--- src/rtl/fxp_mul_pkg.sv ---
package fxp_mul_pkg;

  typedef enum logic [1:0] {
    ST_IDLE  = 2'd0,
    ST_ITER  = 2'd1,
    ST_SCALE = 2'd2,
    ST_PACK  = 2'd3
  } mul_state_e;

endpackage

--- src/rtl/fxp_mul_ctrl.sv ---
module fxp_mul_ctrl #(
  parameter int TOTAL_W = 32
) (
  input  logic clk,
  input  logic rst,
  input  logic start,
  output logic ready,
  output logic accept,
  output logic iter_en,
  output logic scale_en,
  output logic pack_en
);
  import fxp_mul_pkg::*;

  localparam int CNT_W = (TOTAL_W > 1) ? $clog2(TOTAL_W) : 1;
  localparam logic [CNT_W-1:0] LAST_ITER = CNT_W'(TOTAL_W - 1);

  mul_state_e       state_q;
  logic [CNT_W-1:0] cnt_q;
  logic             ready_q;

  assign ready    = ready_q;
  assign accept   = start && ready_q && (state_q == ST_IDLE);
  assign iter_en  = (state_q == ST_ITER);
  assign scale_en = (state_q == ST_SCALE);
  assign pack_en  = (state_q == ST_PACK);

  always_ff @(posedge clk) begin
    if (rst) begin
      state_q <= ST_IDLE;
      cnt_q   <= '0;
      ready_q <= 1'b1;
    end else begin
      unique case (state_q)
        ST_IDLE: begin
          if (accept) begin
            state_q <= ST_ITER;
            cnt_q   <= '0;
            ready_q <= 1'b0;
          end
        end
        ST_ITER: begin
          cnt_q <= cnt_q + 1'b1;
          if (cnt_q == LAST_ITER) state_q <= ST_SCALE;
        end
        ST_SCALE: state_q <= ST_PACK;
        ST_PACK: begin
          state_q <= ST_IDLE;
          ready_q <= 1'b1;
        end
        default: state_q <= ST_IDLE;
      endcase
    end
  end

  AST_ACCEPT_DROPS_READY: assert property (@(posedge clk) disable iff (rst)
    (start && ready) |=> !ready);
  AST_READY_FALL_CAUSE: assert property (@(posedge clk) disable iff (rst)
    $fell(ready) |-> $past(start));
  AST_NO_START_WHILE_BUSY: assert property (@(posedge clk) disable iff (rst)
    (!ready && state_q == ST_IDLE) |-> 1'b0);

endmodule

--- src/rtl/fxp_mul_accum.sv ---
module fxp_mul_accum #(
  parameter int TOTAL_W = 32
) (
  input  logic                 clk,
  input  logic                 rst,
  input  logic                 accept,
  input  logic                 iter_en,
  input  logic [TOTAL_W-1:0]   op_a,
  input  logic [TOTAL_W-1:0]   op_b,
  output logic [2*TOTAL_W-1:0] prod_mag,
  output logic                 prod_neg
);
  localparam int PW = 2 * TOTAL_W;

  logic [TOTAL_W-1:0] mag_a, mag_b;
  logic [PW-1:0]      mcand_q;
  logic [TOTAL_W-1:0] mplier_q;
  logic [PW-1:0]      acc_q;
  logic               neg_q;

  assign mag_a = op_a[TOTAL_W-1] ? (~op_a + 1'b1) : op_a;
  assign mag_b = op_b[TOTAL_W-1] ? (~op_b + 1'b1) : op_b;

  always_ff @(posedge clk) begin
    if (rst) begin
      mcand_q  <= '0;
      mplier_q <= '0;
      acc_q    <= '0;
      neg_q    <= 1'b0;
    end else if (accept) begin
      mcand_q  <= {{TOTAL_W{1'b0}}, mag_a};
      mplier_q <= mag_b;
      acc_q    <= '0;
      neg_q    <= op_a[TOTAL_W-1] ^ op_b[TOTAL_W-1];
    end else if (iter_en) begin
      if (mplier_q[0]) acc_q <= acc_q + mcand_q;
      mcand_q  <= mcand_q << 1;
      mplier_q <= mplier_q >> 1;
    end
  end

  assign prod_mag = acc_q;
  assign prod_neg = neg_q;

endmodule

--- src/rtl/fxp_mul_pack.sv ---
module fxp_mul_pack #(
  parameter int TOTAL_W = 32,
  parameter int FRAC_W  = 16
) (
  input  logic                 clk,
  input  logic                 rst,
  input  logic                 scale_en,
  input  logic                 pack_en,
  input  logic [2*TOTAL_W-1:0] prod_mag,
  input  logic                 prod_neg,
  output logic                 valid,
  output logic [TOTAL_W-1:0]   result,
  output logic                 ovf
);
  localparam int PW = 2 * TOTAL_W;
  localparam logic [TOTAL_W-1:0] MAX_CODE = {1'b0, {(TOTAL_W-1){1'b1}}};
  localparam logic [TOTAL_W-1:0] MIN_CODE = {1'b1, {(TOTAL_W-1){1'b0}}};

  logic [PW-1:0]      shifted;
  logic [PW-1:0]      scaled_q;
  logic [PW-TOTAL_W:0] top_bits;
  logic               out_of_range;
  logic               valid_q, ovf_q;
  logic [TOTAL_W-1:0] result_q;

  assign shifted = prod_mag >> FRAC_W;

  always_ff @(posedge clk) begin
    if (rst) scaled_q <= '0;
    else if (scale_en) scaled_q <= prod_neg ? (~shifted + 1'b1) : shifted;
  end

  assign top_bits     = scaled_q[PW-1:TOTAL_W-1];
  assign out_of_range = !((&top_bits) || !(|top_bits));

  always_ff @(posedge clk) begin
    if (rst) begin
      valid_q  <= 1'b0;
      result_q <= '0;
      ovf_q    <= 1'b0;
    end else begin
      valid_q <= pack_en;
      if (pack_en) begin
        ovf_q    <= out_of_range;
        result_q <= out_of_range ? (scaled_q[PW-1] ? MIN_CODE : MAX_CODE)
                                 : scaled_q[TOTAL_W-1:0];
      end
    end
  end

  assign valid  = valid_q;
  assign result = result_q;
  assign ovf    = ovf_q;

  AST_VALID_ONE_CYCLE: assert property (@(posedge clk) disable iff (rst)
    valid |=> !valid);
  AST_HOLD_RESULT: assert property (@(posedge clk) disable iff (rst)
    !valid |-> ($stable(result) && $stable(ovf)));
  AST_OVF_SATURATES: assert property (@(posedge clk) disable iff (rst)
    (valid && ovf) |-> (result == MAX_CODE || result == MIN_CODE));

endmodule

--- src/rtl/fxp_serial_mul.sv ---
module fxp_serial_mul #(
  parameter int TOTAL_W = 32,
  parameter int FRAC_W  = 16
) (
  input  logic               clk,
  input  logic               rst,
  input  logic               start,
  input  logic [TOTAL_W-1:0] op_a,
  input  logic [TOTAL_W-1:0] op_b,
  output logic               ready,
  output logic               valid,
  output logic [TOTAL_W-1:0] result,
  output logic               ovf
);
  localparam int PW = 2 * TOTAL_W;

  logic          accept, iter_en, scale_en, pack_en;
  logic [PW-1:0] prod_mag;
  logic          prod_neg;

  fxp_mul_ctrl #(.TOTAL_W(TOTAL_W)) u_ctrl (
    .clk(clk), .rst(rst), .start(start), .ready(ready),
    .accept(accept), .iter_en(iter_en), .scale_en(scale_en), .pack_en(pack_en)
  );

  fxp_mul_accum #(.TOTAL_W(TOTAL_W)) u_accum (
    .clk(clk), .rst(rst), .accept(accept), .iter_en(iter_en),
    .op_a(op_a), .op_b(op_b), .prod_mag(prod_mag), .prod_neg(prod_neg)
  );

  fxp_mul_pack #(.TOTAL_W(TOTAL_W), .FRAC_W(FRAC_W)) u_pack (
    .clk(clk), .rst(rst), .scale_en(scale_en), .pack_en(pack_en),
    .prod_mag(prod_mag), .prod_neg(prod_neg),
    .valid(valid), .result(result), .ovf(ovf)
  );

  AST_VALID_WITH_READY: assert property (@(posedge clk) disable iff (rst)
    valid |-> ready);
  AST_BACK_TO_BACK: assert property (@(posedge clk) disable iff (rst)
    (valid && start) |=> !ready);

endmodule

--- config.mk ---
export PLATFORM = sky130hd
export DESIGN_NAME = fxp_serial_mul
export DESIGN_NICKNAME = d
export VERILOG_FILES = /design/src/rtl/fxp_mul_pkg.sv /design/src/rtl/fxp_mul_ctrl.sv /design/src/rtl/fxp_mul_accum.sv /design/src/rtl/fxp_mul_pack.sv /design/src/rtl/fxp_serial_mul.sv
export SDC_FILE = /design/constraint.sdc
export NUM_CORES = 1
export LEC_CHECK = 0
export ABC_AREA = 1
export BUFFER_PORTS_ARGS = -buffer_cell sky130_fd_sc_hd__buf_4
export CAP_MARGIN = 40
export CORE_MARGIN = 5
export CORE_UTILIZATION = 25
export CTS_BUF_LIST = sky130_fd_sc_hd__clkbuf_4 sky130_fd_sc_hd__clkbuf_8
export CTS_CLUSTER_SIZE = 8
export DETAILED_ROUTE_END_ITERATION = 8
export GPL_TIMING_DRIVEN = 0
export PLACE_DENSITY = 0.38
export SLEW_MARGIN = 20
export SYNTH_ARGS = -nofsm -noshare
export SYNTH_HDL_FRONTEND = slang
export SYNTH_SLANG_ARGS = --single-unit
--- constraint.sdc ---
create_clock -name clk -period 4.31 [get_ports clk]
set_input_delay 0.862 -clock clk [delete_from_list [all_inputs] [get_ports clk]]
set_output_delay 0.862 -clock clk [all_outputs]
set_load 0.005 [all_outputs]
==> metrics.md <==
| Metric | Value |
|---|---|
| Lkg Pwr | 0.0116 uW |
| Setup tns final | 0 ns |
| Initial Util | 25.2% |
| Htree depth | 2 |
| Layout cell share with drive strength beyond 1 | 7.76% |
| Final core utilization | 29.4% |
| Post-Place Setup Slack | 0.969 ns |
| Die Area | 83500 um2 |
| DR WL/cell | 17.6 um |
| Status | finished clean |
| Final Net Count | 3681 |
| CTS max path bufs | 3 |
| Final Hold Vio Count | 0 |
| Vias per inst | 4.43 |
| Yosys reg bits | 267 |
| Final setup fails | 0 |
| Int Power | 5850 uW |
| Cell variety after synth | 43 |
| Detailed Route Iter0 Violations | 1233 |
| WP data arrival | 3.53 ns |
| IO buf count | 100 |
| Setup Buffers After CTS | 0 |
| Number of global-route vias before repair | 19900 |
| Net Sw Frac | 43.1% |
| Final Hold Slack | 0.444 ns |
| GRT Util Overall | 19.1% |
| Area delta synth->final | 16.8% |
| Worst vdd ir | 0.189 mV |
| Slew Viols, Final | 0 |
| Worst setup margin | 1.33 ns |
| CTS tree | yes |
| Slowest cell on crit path | clkbuf_1 |
| Psw | 4430 uW |
| Post-Syn Area | 19500 um2 |
| Post-DP HPWL | 67.4 mm |
| Num ports | 102 |
| Sink Count | 267 |
| Grt total ovfl | 0 |
| CP Max Fanout | 10 |
| Final period utilization | 69.1% |
| Startpoint Class | flop |
| Syn_area_per_cell | 5.75 um2 |
| Crit path kind | flop to flop |
| Slew @ Worst Pin | 0.821 ns |
| Via count | 20500 |
| # resized after CTS | 0 |
| # Max-Cap Violations | 0 |
| Initial antenna violation count | 1 |
| Post-DRT Antenna Nets | 0 |
| Slowest cell delay on critical path | 0.63 ns |
| Clk pwr share | 27.8% |
| Routed WL | 81.1 mm |
| Worst skew pair latency | 0.66 ns |
| Drc violations | 0 |
| Synthesized instance count | 3381 |
| Worst EP required | 4.86 ns |
| Total number of yosys warnings | 0 |
| Final min period | 2.98 ns |
| First-pass GRT wire length | 123 mm |
| CP endpoint kind | flop |
| Cell Rows | 102 |
| Net Count, Synth | 3522 |
| Hold crit path type | flop to flop |
| GPL Wtd Cong | 0.886 |
| Die X-Extent | 289 um |
| Total core area | 77300 um2 |
| Fmax | 336 MHz |
| Root Buffer Master | clkbuf_8 |
| CTS clk-pin slew, worst paths | 0.06 ns |
| CP bufs+invs | 6 |
| Register area share after synthesis | 27.5% |
| Power per cell area | 452 nW/um2 |
| Die height | 289 um |
| Combinational power share | 40.0% |
| CP top delay family | buffers and inverters |
| Crit-path cells | inv_1 > ha_1 > clkbuf_1 > nand2_1 > buf_2 > inv_2 > clkbuf_1 > nand3_1 > nand2_1 > inv_1 |
| Worst rel slew slack | 45.3% |
| DRT Pass-1 Iters | 7 |
| Hold buffer count at CTS | 0 |
| RSZ-0062 raised after global routing | no |
| Clock skew | 0.0450 ns |
| Largest net degree at the start of global routing | 15 |
| CTS Buf Count | 52 |
| Seq pwr share | 32.1% |
[synth_stat cells]
master,n,area (um2)
a211oi_1,1,7.51
a21boi_0,2,15.0
a21o_1,1,7.51
a21oi_1,262,1310
a21oi_2,1,8.76
a31oi_1,3,18.8
and2_1,4,25.0
buf_1,11,41.3
buf_2,25,125
clkbuf_1,74,278
clkinv_1,3,11.3
dfxtp_1,267,5350
fa_1,1,20.0
ha_1,73,913
inv_1,536,2010
inv_2,9,33.8
mux2i_1,1,10.0
nand2_1,1164,4370
nand2_2,7,43.8
nand3_1,167,836
nand3_2,6,60.1
nand3b_1,4,30.0
nand4_1,35,219
nand4_4,2,42.5
nor2_1,381,1430
nor2_2,11,68.8
nor2_4,5,56.3
nor3_1,28,140
nor3_2,2,20.0
nor3_4,1,16.3
nor4_1,13,81.3
o211ai_1,17,128
o21a_1,8,60.1
o21ai_0,142,711
o21ai_1,7,35.0
o21ai_4,2,32.5
o21bai_1,5,37.5
o221ai_1,17,149
o22ai_1,1,6.26
or2_1,2,12.5
or2_2,6,37.5
xnor2_1,5,43.8
xor2_1,69,604
[registers in the layout, summed over array words and instances (netlist names)]
signal	cells
u_ctrl.cnt_q	5
u_accum.prod_mag	64
u_pack.valid	1
u_accum.prod_neg	1
u_accum.mplier_q	32
u_ctrl.ready	1
u_pack.scaled_q	64
u_pack.ovf	1
u_ctrl.state_q	2
u_accum.mcand_q	64
u_pack.result	32
[logic make-up after synthesis]
kind of cell	synth area share, %
DFF	27.5
xor gates and xnor gates	3.33
AOI/OAI and AO/OA	13.0
buffers and inverters	12.9
and+or+nand+nor	38.5
muxes	0.0515
adders and majority gates	4.80
[cells in the final DEF, fill, tap and decap left out, types with 3 or more instances in the layout]
cell,n
a21oi_1,262
o211ai_1,17
inv_2,9
nor2_1,381
nor2_4,5
and2_1,4
nand3_1,167
nor2_2,11
or2_2,6
inv_1,536
nand3b_1,4
buf_2,26
nand2_1,1164
clkinv_2,5
clkbuf_4,18
nor3_1,28
nand2_2,7
o21a_1,8
dfxtp_1,267
o21bai_1,5
a31oi_1,3
clkbuf_1,74
buf_4,100
clkinv_1,3
ha_1,73
buf_6,4
nand4_1,35
buf_1,11
nand3_2,6
xnor2_1,5
o21ai_0,142
xor2_1,69
o21ai_1,7
clkbuf_8,69
nor4_1,13
o221ai_1,17
[power groups by stage]
| stage | clock [uW] | combinational, uW | sequential, uW |
|---|---|---|---|
| 2_1_floorplan | 0 | 2670 | 3200 |
| 3_3_place_gp | 0 | 4130 | 3360 |
| 3_5_place_dp | 0 | 4130 | 3350 |
| 4_1_cts | 2970 | 4150 | 3310 |
| 5_1_grt | 3080 | 4630 | 3360 |
| 6_report | 2860 | 4120 | 3300 |
[area by class of cell]
class | instances | area (um2)
Sequential cell | 267 | 5350
Antenna cell | 1 | 2.50
Fill cell | 8982 | 54600
Multi-Input combinational cell | 2456 | 11600
Timing Repair Buffer | 105 | 801
Inverter | 548 | 2060
Clock inverter | 9 | 86.3
Tap cell | 1040 | 1300
Buffer | 110 | 444
Clock buffer | 87 | 1080
[metrics by stage]
step / area [um2] / total power (uW) / instances
3_3_place_gp: 21500 / 7490 / 4521
3_5_place_dp: 21600 / 7490 / 4526
5_1_grt: 22700 / 11100 / 4623
6_report: 22700 / 10300 / 4623
2_1_floorplan: 19500 / 5870 / 3381
4_1_cts: 22700 / 10400 / 4622
[worst reg2reg max path, cell delays in order (launching register included)]
cell	delay, ns
dfxtp_1	0.33
inv_1	0.13
ha_1	0.16
clkbuf_1	0.31
nand2_1	0.19
buf_2	0.26
inv_2	0.29
clkbuf_1	0.64
nand3_1	0.41
nand2_1	0.14
inv_1	0.04
[path summary, 6_finish.rpt]
path | startpoint | endpoint | slack (ns) | cells past startpoint
setup / recovery | u_ctrl.state_q[1] | u_accum.prod_mag[42] | 1.33 | 10
hold / removal | u_accum.mcand_q[36] | u_accum.mcand_q[37] | 0.44 | 2
setup reg to reg | u_ctrl.state_q[1] | u_accum.prod_mag[42] | 1.33 | 10
hold reg to reg | u_accum.mcand_q[36] | u_accum.mcand_q[37] | 0.44 | 2
[metal layers]
metal / vias to the layer above / track usage (%) / wire (um)
met5: - / 0 / 0
met4: 0 / 3.17 / 1040
met3: 71 / 2.08 / 3070
met2: 317 / 30.2 / 34700
met1: 9224 / 28.5 / 42400
li1: 10900 / - / -
(Power assumes the default switching activity.)
